--- config.mk ---
export PLATFORM = sky130hd
export DESIGN_NAME = calib_second_divider
export DESIGN_NICKNAME = d
export VERILOG_FILES = /design/src/rtl/cds_pkg.sv /design/src/rtl/cds_position.sv /design/src/rtl/cds_prescaler.sv /design/src/rtl/cds_ft_div.sv /design/src/rtl/calib_second_divider.sv
export SDC_FILE = /design/constraint.sdc
export NUM_CORES = 1
export LEC_CHECK = 0
export ABC_AREA = 1
export BUFFER_PORTS_ARGS = -buffer_cell sky130_fd_sc_hd__buf_2
export CORE_AREA = 2 2 70 72
export CTS_CLUSTER_SIZE = 30
export DETAILED_ROUTE_END_ITERATION = 8
export DIE_AREA = 0 0 72 74
export PLACE_DENSITY = 0.72
export SYNTH_ARGS = -nofsm -noshare
export SYNTH_HDL_FRONTEND = slang
export SYNTH_SLANG_ARGS = --single-unit
--- constraint.sdc ---
create_clock -name clk_i -period 4.8 [get_ports clk_i]
set_clock_uncertainty 0.2 [all_clocks]
set_input_delay 0.96 -clock clk_i [delete_from_list [all_inputs] [get_ports clk_i]]
set_output_delay 0.96 -clock clk_i [all_outputs]
set_load 0.02 [all_outputs]
--- src/rtl/cds_pkg.sv ---
// Shared types for the calibrated one-second divider.
// Assumes nothing beyond IEEE 1800-2017 packages.
package cds_pkg;

    // Kind of rate trim that applies to the second in progress
    typedef enum logic [1:0] {
        TRIM_NONE = 2'd0,
        TRIM_SLOW = 2'd1,
        TRIM_FAST = 2'd2
    } trim_mode_t;

endpackage

--- src/rtl/cds_position.sv ---
// Second and minute position counters plus the trim decision for the
// second about to start. The decision is taken from the trim inputs at the
// moment a second starts, which is either a restart (reset or clear) or a
// second boundary. Assumes sec_end is a single-cycle pulse from the
// prescaler and that the prescaler loads mode_load only in those cycles.
module cds_position
    import cds_pkg::*;
#(
    parameter int SEC_PER_MIN   = 60,
    parameter int MIN_PER_CYCLE = 64,
    localparam int SEC_W = $clog2(SEC_PER_MIN),
    localparam int MIN_W = $clog2(MIN_PER_CYCLE)
) (
    input  logic             clk_i,
    input  logic             rst_n_i,
    input  logic             clr_i,
    input  logic             sec_end_i,
    input  logic             trim_sign_i,
    input  logic [4:0]       trim_mag_i,
    output logic [SEC_W-1:0] sec_o,
    output logic [MIN_W-1:0] min_o,
    output trim_mode_t       mode_load_o
);

    localparam logic [SEC_W-1:0] SEC_LAST = SEC_W'(SEC_PER_MIN - 1);
    localparam logic [MIN_W-1:0] MIN_LAST = MIN_W'(MIN_PER_CYCLE - 1);

    logic             restart;
    logic [SEC_W-1:0] sec_q, sec_nxt, start_sec;
    logic [MIN_W-1:0] min_q, min_nxt, start_min;
    logic [31:0]      min_ext, trim_lim;
    logic             trim_here;

    assign restart = !rst_n_i || clr_i;

    // Position that follows the current second, with wrap at minute and cycle ends
    always_comb begin
        sec_nxt = (sec_q == SEC_LAST) ? '0 : sec_q + 1'b1;
        if (sec_q == SEC_LAST) begin
            min_nxt = (min_q == MIN_LAST) ? '0 : min_q + 1'b1;
        end else begin
            min_nxt = min_q;
        end
    end

    // Position of the second that starts when the prescaler next loads
    always_comb begin
        if (restart) begin
            start_sec = '0;
            start_min = '0;
        end else begin
            start_sec = sec_nxt;
            start_min = min_nxt;
        end
    end

    // Trim decision: second 0 of a minute below 2N, for N nonzero
    always_comb begin
        min_ext   = 32'(start_min);
        trim_lim  = 32'(trim_mag_i) << 1;
        trim_here = (start_sec == '0) && (trim_mag_i != 5'd0) && (min_ext < trim_lim);
        if (!trim_here) begin
            mode_load_o = TRIM_NONE;
        end else if (trim_sign_i) begin
            mode_load_o = TRIM_FAST;
        end else begin
            mode_load_o = TRIM_SLOW;
        end
    end

    // Position registers: cleared on restart, advanced on each second boundary
    always_ff @(posedge clk_i) begin
        if (restart) begin
            sec_q <= '0;
            min_q <= '0;
        end else if (sec_end_i) begin
            sec_q <= sec_nxt;
            min_q <= min_nxt;
        end
    end

    assign sec_o = sec_q;
    assign min_o = min_q;

endmodule

--- src/rtl/cds_prescaler.sv ---
// Trimmable prescaler from oscillator clocks to one second. In a slow
// second it holds its count for NEG_BLANK clocks. In a fast second it
// steps by two for POS_ADD clocks. Assumes OSC_HZ > 2*POS_ADD, so the
// double-step phase always ends before the terminal count.
module cds_prescaler
    import cds_pkg::*;
#(
    parameter int OSC_HZ    = 32768,
    parameter int NEG_BLANK = 128,
    parameter int POS_ADD   = 256,
    localparam int PRE_W  = $clog2(OSC_HZ),
    localparam int TRIM_MAX = (NEG_BLANK > POS_ADD) ? NEG_BLANK : POS_ADD,
    localparam int TRIM_W = $clog2(TRIM_MAX + 1)
) (
    input  logic       clk_i,
    input  logic       rst_n_i,
    input  logic       clr_i,
    input  trim_mode_t mode_load_i,
    output logic       sec_end_o,
    output logic       tick_o
);

    localparam logic [PRE_W:0] OSC_LIM = (PRE_W + 1)'(OSC_HZ);

    logic [PRE_W-1:0]  pre_q;
    logic [PRE_W:0]    pre_sum;
    logic [1:0]        step;
    logic [TRIM_W-1:0] trim_left_q;
    trim_mode_t        mode_q;
    logic              tick_q;

    // Number of trim clocks belonging to a given mode
    function automatic logic [TRIM_W-1:0] trim_len(input trim_mode_t m);
        case (m)
            TRIM_SLOW: trim_len = TRIM_W'(NEG_BLANK);
            TRIM_FAST: trim_len = TRIM_W'(POS_ADD);
            default:   trim_len = '0;
        endcase
    endfunction

    // Count increment for this clock: held, doubled or normal
    always_comb begin
        step = 2'd1;
        if (trim_left_q != '0) begin
            if (mode_q == TRIM_SLOW) step = 2'd0;
            if (mode_q == TRIM_FAST) step = 2'd2;
        end
        pre_sum   = {1'b0, pre_q} + {{(PRE_W - 1){1'b0}}, step};
        sec_end_o = (pre_sum >= OSC_LIM);
    end

    // Prescaler, trim phase and tick register
    always_ff @(posedge clk_i) begin
        if (!rst_n_i || clr_i) begin
            pre_q       <= '0;
            mode_q      <= mode_load_i;
            trim_left_q <= trim_len(mode_load_i);
            tick_q      <= 1'b0;
        end else begin
            tick_q <= sec_end_o;
            if (sec_end_o) begin
                pre_q       <= '0;
                mode_q      <= mode_load_i;
                trim_left_q <= trim_len(mode_load_i);
            end else begin
                pre_q <= pre_sum[PRE_W-1:0];
                if (trim_left_q != '0) trim_left_q <= trim_left_q - 1'b1;
            end
        end
    end

    assign tick_o = tick_q;

endmodule

--- src/rtl/cds_ft_div.sv ---
// Untrimmed divider for the frequency-test square wave. It runs straight
// from the oscillator clock and ignores all trim. Assumes FT_DIV is even
// and at least 2.
module cds_ft_div #(
    parameter int FT_DIV = 64,
    localparam int HALF = FT_DIV / 2,
    localparam int CNT_W = (HALF > 1) ? $clog2(HALF) : 1
) (
    input  logic clk_i,
    input  logic rst_n_i,
    input  logic clr_i,
    output logic ft_o
);

    localparam logic [CNT_W-1:0] CNT_LAST = CNT_W'(HALF - 1);

    logic [CNT_W-1:0] cnt_q;
    logic             ft_q;

    // Half-period counter, toggling the output at each wrap
    always_ff @(posedge clk_i) begin
        if (!rst_n_i || clr_i) begin
            cnt_q <= '0;
            ft_q  <= 1'b0;
        end else if (cnt_q == CNT_LAST) begin
            cnt_q <= '0;
            ft_q  <= !ft_q;
        end else begin
            cnt_q <= cnt_q + 1'b1;
        end
    end

    assign ft_o = ft_q;

endmodule

--- src/rtl/calib_second_divider.sv ---
// Top of the calibrated one-second divider. It ties together the trimmable
// prescaler, the position counters that choose the trim, and the untrimmed
// test divider. ctrl_wr_i restarts all three in the same clock. Assumes
// all inputs are synchronous to clk_i.
module calib_second_divider
    import cds_pkg::*;
#(
    parameter int OSC_HZ        = 32768,
    parameter int NEG_BLANK     = 128,
    parameter int POS_ADD       = 256,
    parameter int SEC_PER_MIN   = 60,
    parameter int MIN_PER_CYCLE = 64,
    parameter int FT_DIV        = 64,
    localparam int SEC_W = $clog2(SEC_PER_MIN),
    localparam int MIN_W = $clog2(MIN_PER_CYCLE)
) (
    input  logic             clk_i,
    input  logic             rst_n_i,
    input  logic             ctrl_wr_i,
    input  logic             trim_sign_i,
    input  logic [4:0]       trim_mag_i,
    output logic             tick_o,
    output logic             ft_o,
    output logic [SEC_W-1:0] sec_o,
    output logic [MIN_W-1:0] min_o
);

    logic       sec_end;
    trim_mode_t mode_load;

    cds_position #(
        .SEC_PER_MIN  (SEC_PER_MIN),
        .MIN_PER_CYCLE(MIN_PER_CYCLE)
    ) u_pos (
        .clk_i      (clk_i),
        .rst_n_i    (rst_n_i),
        .clr_i      (ctrl_wr_i),
        .sec_end_i  (sec_end),
        .trim_sign_i(trim_sign_i),
        .trim_mag_i (trim_mag_i),
        .sec_o      (sec_o),
        .min_o      (min_o),
        .mode_load_o(mode_load)
    );

    cds_prescaler #(
        .OSC_HZ   (OSC_HZ),
        .NEG_BLANK(NEG_BLANK),
        .POS_ADD  (POS_ADD)
    ) u_pre (
        .clk_i      (clk_i),
        .rst_n_i    (rst_n_i),
        .clr_i      (ctrl_wr_i),
        .mode_load_i(mode_load),
        .sec_end_o  (sec_end),
        .tick_o     (tick_o)
    );

    cds_ft_div #(
        .FT_DIV(FT_DIV)
    ) u_ft (
        .clk_i  (clk_i),
        .rst_n_i(rst_n_i),
        .clr_i  (ctrl_wr_i),
        .ft_o   (ft_o)
    );

endmodule

==> run metrics <==
CP required about 4.7 ns; maximum VDD drop ~140 uV; DIE HEIGHT about 74 um; fin nets about 360; final core area utilization approximately three fifths; hold_ws 0.2454 ns; TritonCTS buffer count 5; Ports 23; Crit Path Max Fanout 34; Routed Antenna Nets 0; clock tree buffer depth 2; Port Buf Inserts 22; drt first pass iters 4; area delta synth->final 10.91%; initial antenna violation count 0; Synthesized Nets 330; Hold Fails Final Rpt 0; CP endpoint kind flip-flop; worst path bufs/invs 5; minimum clock period about 3.2 ns; Reg-to-Reg Start u_pre.trim_left_q[0]$_SDFFCE_PP0P_; R2R setup slack about 1.6 ns; gr usage total a little under a fifth; critical path's slowest cell edfxtp_1; Post-Synthesis Cells just over 300; Yosys reg bits 45; fraction of layout cells with a size suffix above 1 roughly 14%; critical path type flip-flop to flip-flop; TNS Setup 0 ns; first-pass GRT wire length between 7 and 8 mm; ant diodes 0; maximum clock rate approximately 310 MHz; leakage power between 0.001 and 0.0015 uW; Avg Cell Area, Syn 7.841 sq um; max-cap viol count 0; Yosys Warn Count 0; Cell variety after synth 32; Hold Path Stages 1; crit path cell chain inv_1, ha_1, inv_1, nor4_1, inv_1, nand2_1, inv_1, ha_1, a21oi_1, nor2_1, nand2_1, o21ai_4, buf_4, a21oi_1; final cycle utilization of the critical path between 60% and 70%; CP Launch Type flip-flop; largest net degree at the start of global routing 35; Congestion Overflow GR 0; Die Footprint 5328 sq um; Max transition margin 73.76%; CTS tree yes; sequential share of the synthesized area 42.00%; Power, Total 794.5 uW; Filler cells 438; postcts setup bufs 0; Clock Latency Late Sink roughly 0.30 ns; GR Layer Usage met3 between 3 and 4%; drt total wl 4.312 mm; H-tree depth 2; CORE AREA between 4000 and 5000 sq um; GR peak layer met2; max-slew violations 0; # DRC 0; GR Util met1 between 20% and 30%; Placement Rows 25; clock-pin slew on the worst setup and hold paths 0.08 ns; vias in the first global route between 1,500 and 2,000; min-delay worst type flip-flop to flip-flop; root buf cell clkbuf_8; actual slew at the worst max-slew pin just under 0.4 ns; RD Place Congestion 0.8493; unrepaired setup endpoints after global routing no; Die Wd around 72 um; vias 1,952; pwr dens 297.6 nW/um^2; post-synthesis cell area roughly 2400 sq um; # hold bufs at CTS 0; Worst EP arrival 3.04 ns; worst reg2reg path endpoint u_pre.trim_left_q[7]$_DFFE_PP_; status finished, final reports clean; largest delay contributor family on the critical path simple AND/OR/NAND/NOR gates; Post-CTS Resized 0; WHS Endpoint u_ft.cnt_q[0]$_SDFF_PP0_; post-DP HPWL between 3 and 4 mm; Crit path top cell by count inv_1; Reg2Reg Depth 14; Hold Crit Start u_ft.cnt_q[0]$_SDFF_PP0_; Critical Path Max Stage Delay 0.39 ns; met2 Track Usage GR 29.42%; # clock sinks between 40 and 50; DRT iter0 DRCs 88; routed vias/inst 5.018; DR WL/cell around 11 um; Starting Density 52.35%; endpoints failing setup 0
[how the worst max path moves through the flow]
stage	slack (ns)	cells past startpoint	to	start
floorplan	1.82	14	u_pre.trim_left_q[0]$_SDFFCE_PP0P_	u_pre.trim_left_q[0]$_SDFFCE_PP0P_
global placement	1.68	14	u_pre.trim_left_q[8]$_DFFE_PP_	u_pre.trim_left_q[0]$_SDFFCE_PP0P_
detailed placement	1.64	14	u_pre.trim_left_q[8]$_DFFE_PP_	u_pre.trim_left_q[0]$_SDFFCE_PP0P_
CTS	1.61	14	u_pre.trim_left_q[8]$_DFFE_PP_	u_pre.trim_left_q[0]$_SDFFCE_PP0P_
global route	1.23	15	u_pre.trim_left_q[7]$_DFFE_PP_	u_pre.trim_left_q[0]$_SDFFCE_PP0P_
finish	1.60	14	u_pre.trim_left_q[7]$_DFFE_PP_	u_pre.trim_left_q[0]$_SDFFCE_PP0P_
[synth_stat cells]
cell | instances | share of area, %
fa_1 | 1 | 0.83
o21ai_0 | 7 | 1.5
nand2_2 | 1 | 0.26
clkinv_2 | 1 | 0.21
ha_1 | 13 | 6.8
xnor2_1 | 2 | 0.73
nor2_2 | 3 | 0.78
o211ai_1 | 2 | 0.62
o21ai_4 | 1 | 0.68
nand4_1 | 3 | 0.78
o21ai_1 | 1 | 0.21
edfxtp_1 | 11 | 14
buf_6 | 3 | 1.4
nor3_2 | 1 | 0.42
o21bai_1 | 2 | 0.62
xor2_1 | 7 | 2.5
nand2_4 | 1 | 0.47
a21oi_1 | 18 | 3.7
nor3_1 | 5 | 1.0
inv_2 | 1 | 0.16
inv_1 | 47 | 7.3
nor2_1 | 43 | 6.7
nor3b_1 | 4 | 1.2
a211oi_1 | 1 | 0.31
or2_2 | 7 | 1.8
o22ai_1 | 8 | 2.1
nor2_4 | 1 | 0.47
nand2_1 | 51 | 8.0
nand3_1 | 24 | 5.0
nor4_1 | 2 | 0.52
nor4_4 | 1 | 0.88
dfxtp_1 | 34 | 28
[cell families after synthesis]
| logic type | Yosys count | share of synthesized area (%) |
|---|---|---|
| xor gates and xnor gates | 9 | 3.275 |
| and+or+nand+nor | 147 | 28.33 |
| AOI/OAI and AO/OA | 40 | 9.719 |
| DFF | 45 | 42.00 |
| buffers and inverters | 52 | 9.095 |
| adders and majority gates | 14 | 7.589 |
[placed cells by master (no fill, tap or decap), drive strengths merged, types with 7 or more instances in the layout]
cell type / synthesis / layout
nand3: 24 / 24
inv: 48 / 48
a21oi: 18 / 18
xor2: 7 / 7
dfxtp: 34 / 34
nand2: 53 / 53
edfxtp: 11 / 11
or2: 7 / 7
ha: 13 / 13
o21ai: 9 / 9
nor2: 47 / 47
buf: 3 / 23
o22ai: 8 / 8
[layout make-up]
class / instances / area, sq um / area share [%]
multi-input cells: 210 / 1177 / 44.10
flip-flops and latches: 45 / 1011 / 37.86
inverters: 49 / 185.2 / 6.935
repair buffers: 23 / 117.6 / 4.405
clock buffers: 6 / 72.57 / 2.718
well taps: 54 / 67.56 / 2.530
clock inverters: 2 / 38.79 / 1.453
[per-stage QoR]
stage	std cells	setup slack (ns)	cell area, sq um
4_1_cts	389	1.611	2670
6_report	389	1.604	2670
5_1_grt	389	1.234	2670
3_5_place_dp	381	1.636	2559
3_3_place_gp	381	1.682	2559
2_1_floorplan	307	1.819	2407
[metal layers]
metal | part of all wire [%] | up-vias
met3 | 4.1 | 5
met4 | 1.5 | 0
met2 | 44 | 38
li1 | - | 1051
met5 | 0 | -
met1 | 50 | 858
[where the power goes]
group	total (uW)	leakage, uW	internal (uW)	switching (uW)
logic	92.3	0.000683	39.6	52.8
clock network	283	0.0000554	156	127
registers	419	0.000400	407	11.6
[registers in the layout, summed over array words and instances (netlist names), named ones only]
register	cells
u_pos.min_o	5
u_pre.trim_left_q	9
u_pre.mode_q	2
u_ft.cnt_q	5
u_pre.pre_q	15
u_ft.ft_o	1
u_pre.tick_o	1
u_pos.sec_o	6
(Power assumes the default switching activity.)
